File: src/rtl/vmx_pkg.sv
package vmx_pkg;
  localparam int SMALL_BITS = 32;
  localparam int LARGE_BITS = 64;

  typedef enum logic [1:0] {
    ST_IDLE  = 2'd0,
    ST_ISSUE = 2'd1,
    ST_WAIT  = 2'd2,
    ST_FIN   = 2'd3
  } vmx_state_e;
endpackage

File: src/rtl/vmx_lane_en.sv
module vmx_lane_en #(
  parameter int VEC_W = 256,
  parameter int N     = VEC_W / vmx_pkg::SMALL_BITS
) (
  input  logic [VEC_W-1:0] mask,
  input  logic             elem64,
  input  logic             wide,
  output logic [N-1:0]     en
);
  logic [N-1:0] m_small, m_large, lim_small, lim_large;

  for (genvar g = 0; g < N; g++) begin : g_lane
    assign m_small[g] = mask[32*g+31];
    if (g < N/2) begin : g_lo
      assign m_large[g]   = mask[64*g+63];
      assign lim_small[g] = 1'b1;
    end else begin : g_hi
      assign m_large[g]   = 1'b0;
      assign lim_small[g] = wide;
    end
    if (g < N/4) begin : g_q
      assign lim_large[g] = 1'b1;
    end else if (g < N/2) begin : g_h
      assign lim_large[g] = wide;
    end else begin : g_n
      assign lim_large[g] = 1'b0;
    end
  end

  assign en = elem64 ? (m_large & lim_large) : (m_small & lim_small);
endmodule

File: src/rtl/vmx_first_set.sv
module vmx_first_set #(
  parameter int N     = 8,
  parameter int IDX_W = $clog2(N)
) (
  input  logic [N-1:0]     pend,
  output logic             any,
  output logic [IDX_W-1:0] idx
);
  always_comb begin
    idx = '0;
    for (int i = N - 1; i >= 0; i--) begin
      if (pend[i]) idx = IDX_W'(i);
    end
  end
  assign any = |pend;
endmodule

File: src/rtl/vmx_slot_mux.sv
module vmx_slot_mux #(
  parameter int VEC_W = 256,
  parameter int IDX_W = $clog2(VEC_W / vmx_pkg::SMALL_BITS)
) (
  input  logic [VEC_W-1:0] vec_in,
  input  logic [IDX_W-1:0] idx,
  input  logic             elem64,
  input  logic [63:0]      rdata,
  input  logic [VEC_W-1:0] cur_res,
  output logic [63:0]      slot_out,
  output logic [VEC_W-1:0] res_out
);
  localparam int OFF_W = $clog2(VEC_W);
  logic [OFF_W-1:0] off_s, off_l;

  assign off_s = {idx, 5'b0};
  assign off_l = {idx[IDX_W-2:0], 6'b0};

  always_comb begin
    slot_out = elem64 ? vec_in[off_l +: 64] : {32'b0, vec_in[off_s +: 32]};
    res_out  = cur_res;
    if (elem64) res_out[off_l +: 64] = rdata;
    else        res_out[off_s +: 32] = rdata[31:0];
  end
endmodule

File: src/rtl/vmx_engine.sv
module vmx_engine #(
  parameter int ADDR_W = 32,
  parameter int VEC_W  = 256
) (
  input  logic              clk,
  input  logic              rst,
  input  logic              start,
  input  logic              is_store,
  input  logic              elem64,
  input  logic              wide,
  input  logic [ADDR_W-1:0] base_addr,
  input  logic [VEC_W-1:0]  mask_vec,
  input  logic [VEC_W-1:0]  store_vec,
  output logic              busy,
  output logic              done,
  output logic [VEC_W-1:0]  load_vec,
  output logic              mem_req,
  output logic              mem_we,
  output logic [ADDR_W-1:0] mem_addr,
  output logic [63:0]       mem_wdata,
  output logic [7:0]        mem_be,
  input  logic              mem_rvalid,
  input  logic [63:0]       mem_rdata
);
  import vmx_pkg::*;

  localparam int N     = VEC_W / SMALL_BITS;
  localparam int IDX_W = $clog2(N);

  vmx_state_e        state;
  logic [N-1:0]      en_in, pend, pend_clr;
  logic              pend_any;
  logic [IDX_W-1:0]  nxt, cur_idx;
  logic [ADDR_W-1:0] base_q, lane_off;
  logic              e64_q, st_q;
  logic [VEC_W-1:0]  data_q, res_next;
  logic [63:0]       slot;
  logic [IDX_W-1:0]  mux_idx;

  vmx_lane_en #(.VEC_W(VEC_W), .N(N)) u_en (
    .mask(mask_vec), .elem64(elem64), .wide(wide), .en(en_in)
  );

  vmx_first_set #(.N(N), .IDX_W(IDX_W)) u_pick (
    .pend(pend), .any(pend_any), .idx(nxt)
  );

  assign mux_idx = (state == ST_WAIT) ? cur_idx : nxt;

  vmx_slot_mux #(.VEC_W(VEC_W), .IDX_W(IDX_W)) u_mux (
    .vec_in(data_q), .idx(mux_idx), .elem64(e64_q), .rdata(mem_rdata),
    .cur_res(load_vec), .slot_out(slot), .res_out(res_next)
  );

  assign lane_off = e64_q ? (ADDR_W'(nxt) << 3) : (ADDR_W'(nxt) << 2);
  assign pend_clr = pend & ~(N'(1) << nxt);
  assign busy     = (state != ST_IDLE);

  always_ff @(posedge clk) begin
    if (rst) begin
      state     <= ST_IDLE;
      pend      <= '0;
      cur_idx   <= '0;
      base_q    <= '0;
      e64_q     <= 1'b0;
      st_q      <= 1'b0;
      data_q    <= '0;
      load_vec  <= '0;
      done      <= 1'b0;
      mem_req   <= 1'b0;
      mem_we    <= 1'b0;
      mem_addr  <= '0;
      mem_wdata <= '0;
      mem_be    <= '0;
    end else begin
      done    <= 1'b0;
      mem_req <= 1'b0;
      case (state)
        ST_IDLE: begin
          if (start) begin
            pend   <= en_in;
            base_q <= base_addr;
            e64_q  <= elem64;
            st_q   <= is_store;
            data_q <= store_vec;
            if (!is_store) load_vec <= '0;
            if (en_in == '0) done  <= 1'b1;
            else             state <= ST_ISSUE;
          end
        end
        ST_ISSUE: begin
          if (pend_any) begin
            mem_req   <= 1'b1;
            mem_we    <= st_q;
            mem_addr  <= base_q + lane_off;
            mem_wdata <= slot;
            mem_be    <= e64_q ? 8'hFF : 8'h0F;
            cur_idx   <= nxt;
            pend      <= pend_clr;
            if (!st_q)               state <= ST_WAIT;
            else if (pend_clr == '0) state <= ST_FIN;
          end else begin
            state <= ST_FIN;
          end
        end
        ST_WAIT: begin
          if (mem_rvalid) begin
            load_vec <= res_next;
            if (pend == '0) begin
              done  <= 1'b1;
              state <= ST_IDLE;
            end else begin
              state <= ST_ISSUE;
            end
          end
        end
        ST_FIN: begin
          done  <= 1'b1;
          state <= ST_IDLE;
        end
        default: state <= ST_IDLE;
      endcase
    end
  end
endmodule

File: config.mk
export PLATFORM = sky130hd
export DESIGN_NAME = vmx_engine
export DESIGN_NICKNAME = d
export VERILOG_FILES = /design/src/rtl/vmx_pkg.sv /design/src/rtl/vmx_lane_en.sv /design/src/rtl/vmx_first_set.sv /design/src/rtl/vmx_slot_mux.sv /design/src/rtl/vmx_engine.sv
export SDC_FILE = /design/constraint.sdc
export NUM_CORES = 2
export LEC_CHECK = 0
export ABC_AREA = 1
export BUFFER_PORTS_ARGS = -buffer_cell sky130_fd_sc_hd__buf_2
export CAP_MARGIN = 20
export CELL_PAD_IN_SITES_DETAIL_PLACEMENT = 0
export CELL_PAD_IN_SITES_GLOBAL_PLACEMENT = 1
export CORE_AREA = 2 2 378 380
export CTS_CLUSTER_DIAMETER = 50
export DETAILED_ROUTE_END_ITERATION = 12
export DIE_AREA = 0 0 380 382
export GPL_ROUTABILITY_DRIVEN = 0
export HOLD_SLACK_MARGIN = 0.05
export PLACE_DENSITY = 0.65
export SLEW_MARGIN = 0
export SYNTH_ARGS = -nofsm -noshare
export SYNTH_HDL_FRONTEND = slang
export SYNTH_SLANG_ARGS = --single-unit
File: constraint.sdc
create_clock -name clk -period 9.28 [get_ports clk]
set_input_delay 1.392 -clock clk [delete_from_list [all_inputs] [get_ports clk]]
set_output_delay 1.392 -clock clk [all_outputs]
set_load 0.02 [all_outputs]
Yosys cells after proc, flatten, opt, wreduce, memory -nomap -nowiden. Index checks and enable logic that the tools add are counted.

Reduce and logical (&&, ||, !) cells: 14. Divide/modulo/power cells: 0. Shift-type cells: 7. Add/sub/neg operators: 3. Eq/ne operators: 9. Multiplexer cells: 37. Bitwise gates (word level): 5. $lt $le $gt $ge: 0. $mul: 0.

Operator list (count): $mux W256 (4); $bwmux W256 (2); $pmux W256 S2 (1); $shift A32 B10 Y256 const A (1); $shift A64 B10 Y256 const A (1); $shiftx A256 B9 Y32 (1); $shiftx A256 B9 Y64 (1); $shiftx A32 B10 Y256 (1); $shiftx A64 B10 Y256 (1); $mux W64 (1); $add A32 B6 Y32 (1); $mux W8 (4); $mux W3 (9); $logic_not A8 Y1 (3); $neg A8 Y10 (2); $and A8 B8 Y8 (2); $pmux W8 S2 (1); $mux W2 (6); $ne A2 B2 Y1 const B (5); $not A8 Y8 (1); $pmux W2 S4 (1); $reduce_and A4 Y1 (2); $reduce_or A8 Y1 (1); $shl A1 B3 Y8 const A (1); 13 further kinds (22).

Output and inout port bits: 364. Latch bits: 0. Memories kept: 0. Bits in writable memories: 0. Register bits: 666. Memory bits (read-only): 0.

Depth between registers and ports, before layout.
Depth after elaboration: 16. Mapped depth: 24.

Modules after synthesis. Synthesis repeated with hierarchy kept, for this count alone.

Cell total of the unflattened synthesis: 6563. Area, all modules: 39140.0 um^2.

By module, submodules not included: vmx_engine (cells each 3198, area an instance 24451.0 um^2, instances 1); vmx_slot_mux (cells each 3321, area an instance 14497.7 um^2, instances 1); vmx_first_set (cells each 22, area an instance 98.8 um^2, instances 1); vmx_lane_en (cells each 22, area an instance 92.6 um^2, instances 1).

Worst setup path after synthesis. No wires, ideal clock.

Kind: register -> register. From: register pend[7]. To: register load_vec[10]. Stages on the path, launching flop included: 18. Path slack: 6188 ps. Data required time: 9148 ps. Arrival: 2959 ps. Cell sequence: dfxtp_1 -> nor2_1 -> o21ai_1 -> nand2_1 -> nand2_1 -> o21ai_2 -> clkbuf_1 -> buf_1 -> ha_1 -> ha_1 -> clkbuf_1 -> inv_1 -> nand3_1 -> o21ai_2 -> nand2_1 -> buf_2 -> nand2_1 -> a21oi_1.

Longest elaborated chain between the ends: 15. Elaborated cells on any way between the ends: 20.

Ends and longest elaborated chain: start, declared (line vmx_engine.sv:31) `logic [N-1:0] en_in, pend, pend_clr;`; start signal, assigned (line vmx_engine.sv:81) `pend <= en_in;`; start signal, assigned (line vmx_engine.sv:99) `pend <= pend_clr;`; $mux W3 * (8 in a row) (line vmx_first_set.sv:12) `if (pend[i]) idx = IDX_W'(i);`; $mux W3 * (line vmx_engine.sv:48) `assign mux_idx = (state == ST_WAIT) ? cur_idx : nxt;`; $neg A8 Y10 (on tied branches) (line vmx_slot_mux.sv:22, vmx_slot_mux.sv:23); $shiftx A64 B10 Y256 (tied with other cells) (line vmx_slot_mux.sv:22) `if (elem64) res_out[off_l +: 64] = rdata;`; $bwmux W256 (on tied branches) (line vmx_slot_mux.sv:22, vmx_slot_mux.sv:23); $mux W256 * (line vmx_slot_mux.sv:22); $mux W256 * (line vmx_engine.sv:107) `if (mem_rvalid) begin`; $pmux W256 S2 * (line vmx_engine.sv:78) `case (state)`; end signal, assigned (line vmx_engine.sv:108) `load_vec <= res_next;`; end, declared (line vmx_engine.sv:16) `output logic [VEC_W-1:0] load_vec,`.

Every way passes the cells marked *; elsewhere a longest branch is shown, timed or not. The select of a mux whose other input is x is not followed. A chain may end at the register's enable or synchronous reset.

Worst setup path in the final report.
From: register pend[6]. To: register load_vec[199].

Longest elaborated chain between the ends: 14. Elaborated cells on any way between the ends: 19.

Ends and longest elaborated chain (line): $mux W3 * (7 in a row) (vmx_first_set.sv:12); $mux W3 * (vmx_engine.sv:48); $neg A8 Y10 (on tied branches) (vmx_slot_mux.sv:22, vmx_slot_mux.sv:23); $shiftx A64 B10 Y256 (tied with other cells) (vmx_slot_mux.sv:22); $bwmux W256 (on tied branches) (vmx_slot_mux.sv:22, vmx_slot_mux.sv:23); $mux W256 * (vmx_slot_mux.sv:22); $mux W256 * (vmx_engine.sv:107); $pmux W256 S2 * (vmx_engine.sv:78).

Marked as above.

==> impl_metrics.toml <==
[floorplanning]
rows = 138
die_height_microns = 382
die_w_microns = 380
die_area_sq_um = 145000
pin_count = 979
core_area_sq_um = 141000
start_util_pct = 23.5

[sta]
clock.fmax_mhz = 199
final.setup.tns_ns = 0
worst_slew_pin_slew_ns = 1.34
timing.final.crit_share_pct = 54.2
slew_viol_final = 0
relSlewSlack_pct = 10.9
post-route-min-period_ns = 5.03
setup_viol = 0
finClkSkew_ns = 0.0372
rsz0062_at_grt = "no"
hold_slack_ns = 0.462
final_hold_viol_count = 0

[logic_synthesis]
synth.cell_area_sq_um = 33200
yosysWarnings = 0
synth_edf_count = 0
synth_flop_cell = "dfxtp_1"
avgSynthCellArea_sq_um = 6.29
synth_fp_nets = 5901
yosysUniqueCellTypes = 46
synth-async-reset-ratio_pct = 0
synthCells = 5275
ys_ff_latch = 660
ys_seq_area_share_pct = 39.8

[power_and_ir_drop]
ir_worst_vdd_uv = 591
switching_share_pct = 51.9
p_sw_mw = 9.29
clkPwrFrac_pct = 24.6
combPwrFrac_pct = 52.0
cellPowerDensity_nw_per_um2 = 425
power.share.sequential_pct = 23.4
intPower_mw = 8.61
total_power_mw = 17.9
p_leak_nw = 19.1

[critical_path]
crit_arrival_ns = 5.64
cp_cell_sequence = "inv_1, nand2_1, nand2_1, nand2_1, nand2_1, nand2_2, nand2_2, nand2_1, nand2_1, nand2_4, buf_4, ha_1, ha_1, inv_1, nand2_2, o21ai_4, buf_4, nand3_1, nand2_1, nor2_1"
path_class = "flop to flop"
critical_path_buf_inv_count = 4
startpoint = "pend[6]$_SDFFE_PP0P_"
end_kind = "flop"
crit_top_cell = "nand2_1"
r2r_start = "pend[6]$_SDFFE_PP0P_"
rr_endpoint = "load_vec[199]$_SDFFE_PP0P_"
r2r_slack_ns = 4.25
worstPathMaxFanout = 39
required_ns = 9.89
crit_path_max_incr_delay_ns = 0.86
rr_worst_depth = 20
crit_end = "load_vec[199]$_SDFFE_PP0P_"
critical_path_depth = 20
critical-path-top-delay-family = "simple AND/OR/NAND/NOR gates"
worstSetupStartpointType = "flop"
critPathSlowestCell = "o21ai_4"

[global_routing]
antenna_found_initial = 102
grt_first_pass_wirelength_mm = 254
grt.total_usage_pct = 23.6
grt_pass1_vias = 35687
grt_max_degree = 242
gr-total-overflow = 0

[outcome]
outcome = "finished clean"

[clocking]
cts_sinks = 660
cts_root_buf = "clkbuf_16"
ctsLongestPathBuffers = 3
ctsResizeCount = 0
clk_pin_slew_ns = 0.06
cts_hold_buf = 0
cts_setup_buffers = 0
cts_buffers = 113
htree_num_levels = 3
clkLatencyLatePin_ns = 0.74
cts_tree = "done"

[drt]
drc = 0
wl_met2_mm = 77.9
wl_mm = 177
dr_wl_met3_mm = 17.9
vias = 37441
drt-met1-wl_mm = 72.7
final_antenna_net_count = 0
first_pass_iters = 6
routed_via_density = 4.80
wl_per_cell_microns = 22.7
drt_iter0_markers = 2921
top_layer = "met5"

[place]
io_buffer_count = 730
dp_hpwl_mm = 124

[finish]
nets = 6399
area_growth_pct = 26.9
layout-drive-gt1-share_pct = 18.0

[flow_run]
max_cap_viol_count = 0

[hold_path]
hp-class = "flop to flop"
## cell usage in the layout, fill, tap and decap left out, types with 12 or more instances in the layout
cell type and instances:
nor2_1 1225, nand2_1 1070, buf_2 729, nand3_1 707, dfxtp_1 659, o21ai_0 432, inv_1 304, a21oi_1 231
clkbuf_16 114, o21ai_1 58, nand4_1 50, buf_4 49, diode_2 46, inv_6 19, clkinv_2 18, inv_2 16
o211ai_1 14, nor3_1 13, clkinv_4 12, clkinvlp_4 12, bufinv_16 12
## routing by layer
metal | track usage (%) | vias to the layer above
met5 | 0 | -
met4 | 10.0 | 98
met3 | 8.03 | 389
met2 | 37.3 | 1468
met1 | 29.1 | 17423
li1 | - | 18063
## power by group through the flow
stage / registers [mW] / logic [mW] / clock network, mW
finish: 4.20 / 9.30 / 4.40
global route: 4.29 / 10.2 / 4.59
CTS: 4.19 / 9.37 / 4.48
detailed placement: 4.24 / 9.33 / 0
global placement: 4.23 / 9.29 / 0
floorplan: 4.62 / 5.54 / 0
## state kept, by name, summed over array words and instances, names as in the netlist
signal     count
data_q       256
load_vec     256
mem_wdata     64
base_q        32
mem_addr      32
pend           8
cur_idx        3
mem_be         2
state          2
done           1
e64_q          1
mem_req        1
mem_we         1
st_q           1
## logic make-up (layout without fill, tap and decap cells)
group,Yosys count,count (layout),synth area share (%)
flops,660,660,39.8
fa+ha+maj,11,11,0.437
other cells,0,46,0
xor+xnor,8,8,0.211
compound gates,763,763,11.9
mux,1,1,0.0302
simple gates,3106,3106,38.6
buf+inv,726,1323,8.97
## cell type report
class	count	area (sq um)
fillers	16016	98800
well taps	1890	2360
clock buffers	132	2990
repair buffers	783	4120
diodes	46	115
clock inverters	82	941
multi-input cells	3889	17100
inverters	326	1240
flip-flops and latches	660	13200
## worst register-to-register path, cell delays in order (launching register included)
cell and delay [ns]:
dfxtp_1 0.35, inv_1 0.06, nand2_1 0.05, nand2_1 0.05, nand2_1 0.05, nand2_1 0.05, nand2_2 0.11, nand2_2 0.09
nand2_1 0.18, nand2_1 0.13, nand2_4 0.12, buf_4 0.62, ha_1 0.38, ha_1 0.33, inv_1 0.18, nand2_2 0.51
o21ai_4 0.87, buf_4 0.49, nand3_1 0.15, nand2_1 0.10, nor2_1 0.05
## through the flow
stage,instance area (sq um),instances,setup WS [ns],utilization [%]
floorplan,33200,5275,6.19,-
global placement,38100,7548,4.32,27.0
detailed placement,38100,7548,4.27,27.0
CTS,42000,7762,4.26,29.8
global route,42000,7771,3.92,29.8
finish,42100,7808,4.25,29.9
## synthesized netlist by cell type (2+ instances only)
cell type | count | area share, %
a21oi_2 | 2 | 0.053
buf_2 | 115 | 1.7
ha_1 | 10 | 0.38
nor3_1 | 13 | 0.20
buf_1 | 27 | 0.31
xnor2_1 | 4 | 0.11
o211ai_1 | 14 | 0.32
a21oi_1 | 233 | 3.5
nor2_2 | 5 | 0.094
nand3_1 | 707 | 11
o311ai_0 | 2 | 0.053
nor2_1 | 1228 | 14
nand4_1 | 50 | 0.94
a31oi_1 | 4 | 0.075
or2_2 | 11 | 0.21
o21ai_2 | 8 | 0.21
o31ai_1 | 2 | 0.045
buf_4 | 26 | 0.59
o21ai_1 | 58 | 0.87
nand3_2 | 2 | 0.060
nor2_4 | 3 | 0.10
dfxtp_1 | 660 | 40
clkbuf_1 | 231 | 2.6
inv_1 | 308 | 3.5
inv_2 | 16 | 0.18
o21ai_0 | 432 | 6.5
nor4_1 | 3 | 0.057
o21ai_4 | 2 | 0.098
nand2_1 | 1072 | 12
xor2_1 | 4 | 0.11
o22ai_1 | 2 | 0.038
nand2_2 | 7 | 0.13
## how the worst min path moves through the flow
stage | slack [ns] | cells after the start | end | startpoint
detailed placement | 0.45 | 2 | load_vec[30]$_SDFFE_PP0P_ | load_vec[30]$_SDFFE_PP0P_
floorplan | 0.44 | 2 | st_q$_SDFFE_PP0P_ | st_q$_SDFFE_PP0P_
finish | 0.46 | 2 | load_vec[151]$_SDFFE_PP0P_ | load_vec[151]$_SDFFE_PP0P_
global placement | 0.45 | 2 | load_vec[30]$_SDFFE_PP0P_ | load_vec[30]$_SDFFE_PP0P_
CTS | 0.46 | 2 | load_vec[30]$_SDFFE_PP0P_ | load_vec[30]$_SDFFE_PP0P_
global route | 0.48 | 2 | load_vec[30]$_SDFFE_PP0P_ | load_vec[30]$_SDFFE_PP0P_
Note: power is estimated with default switching activity, not from simulation.
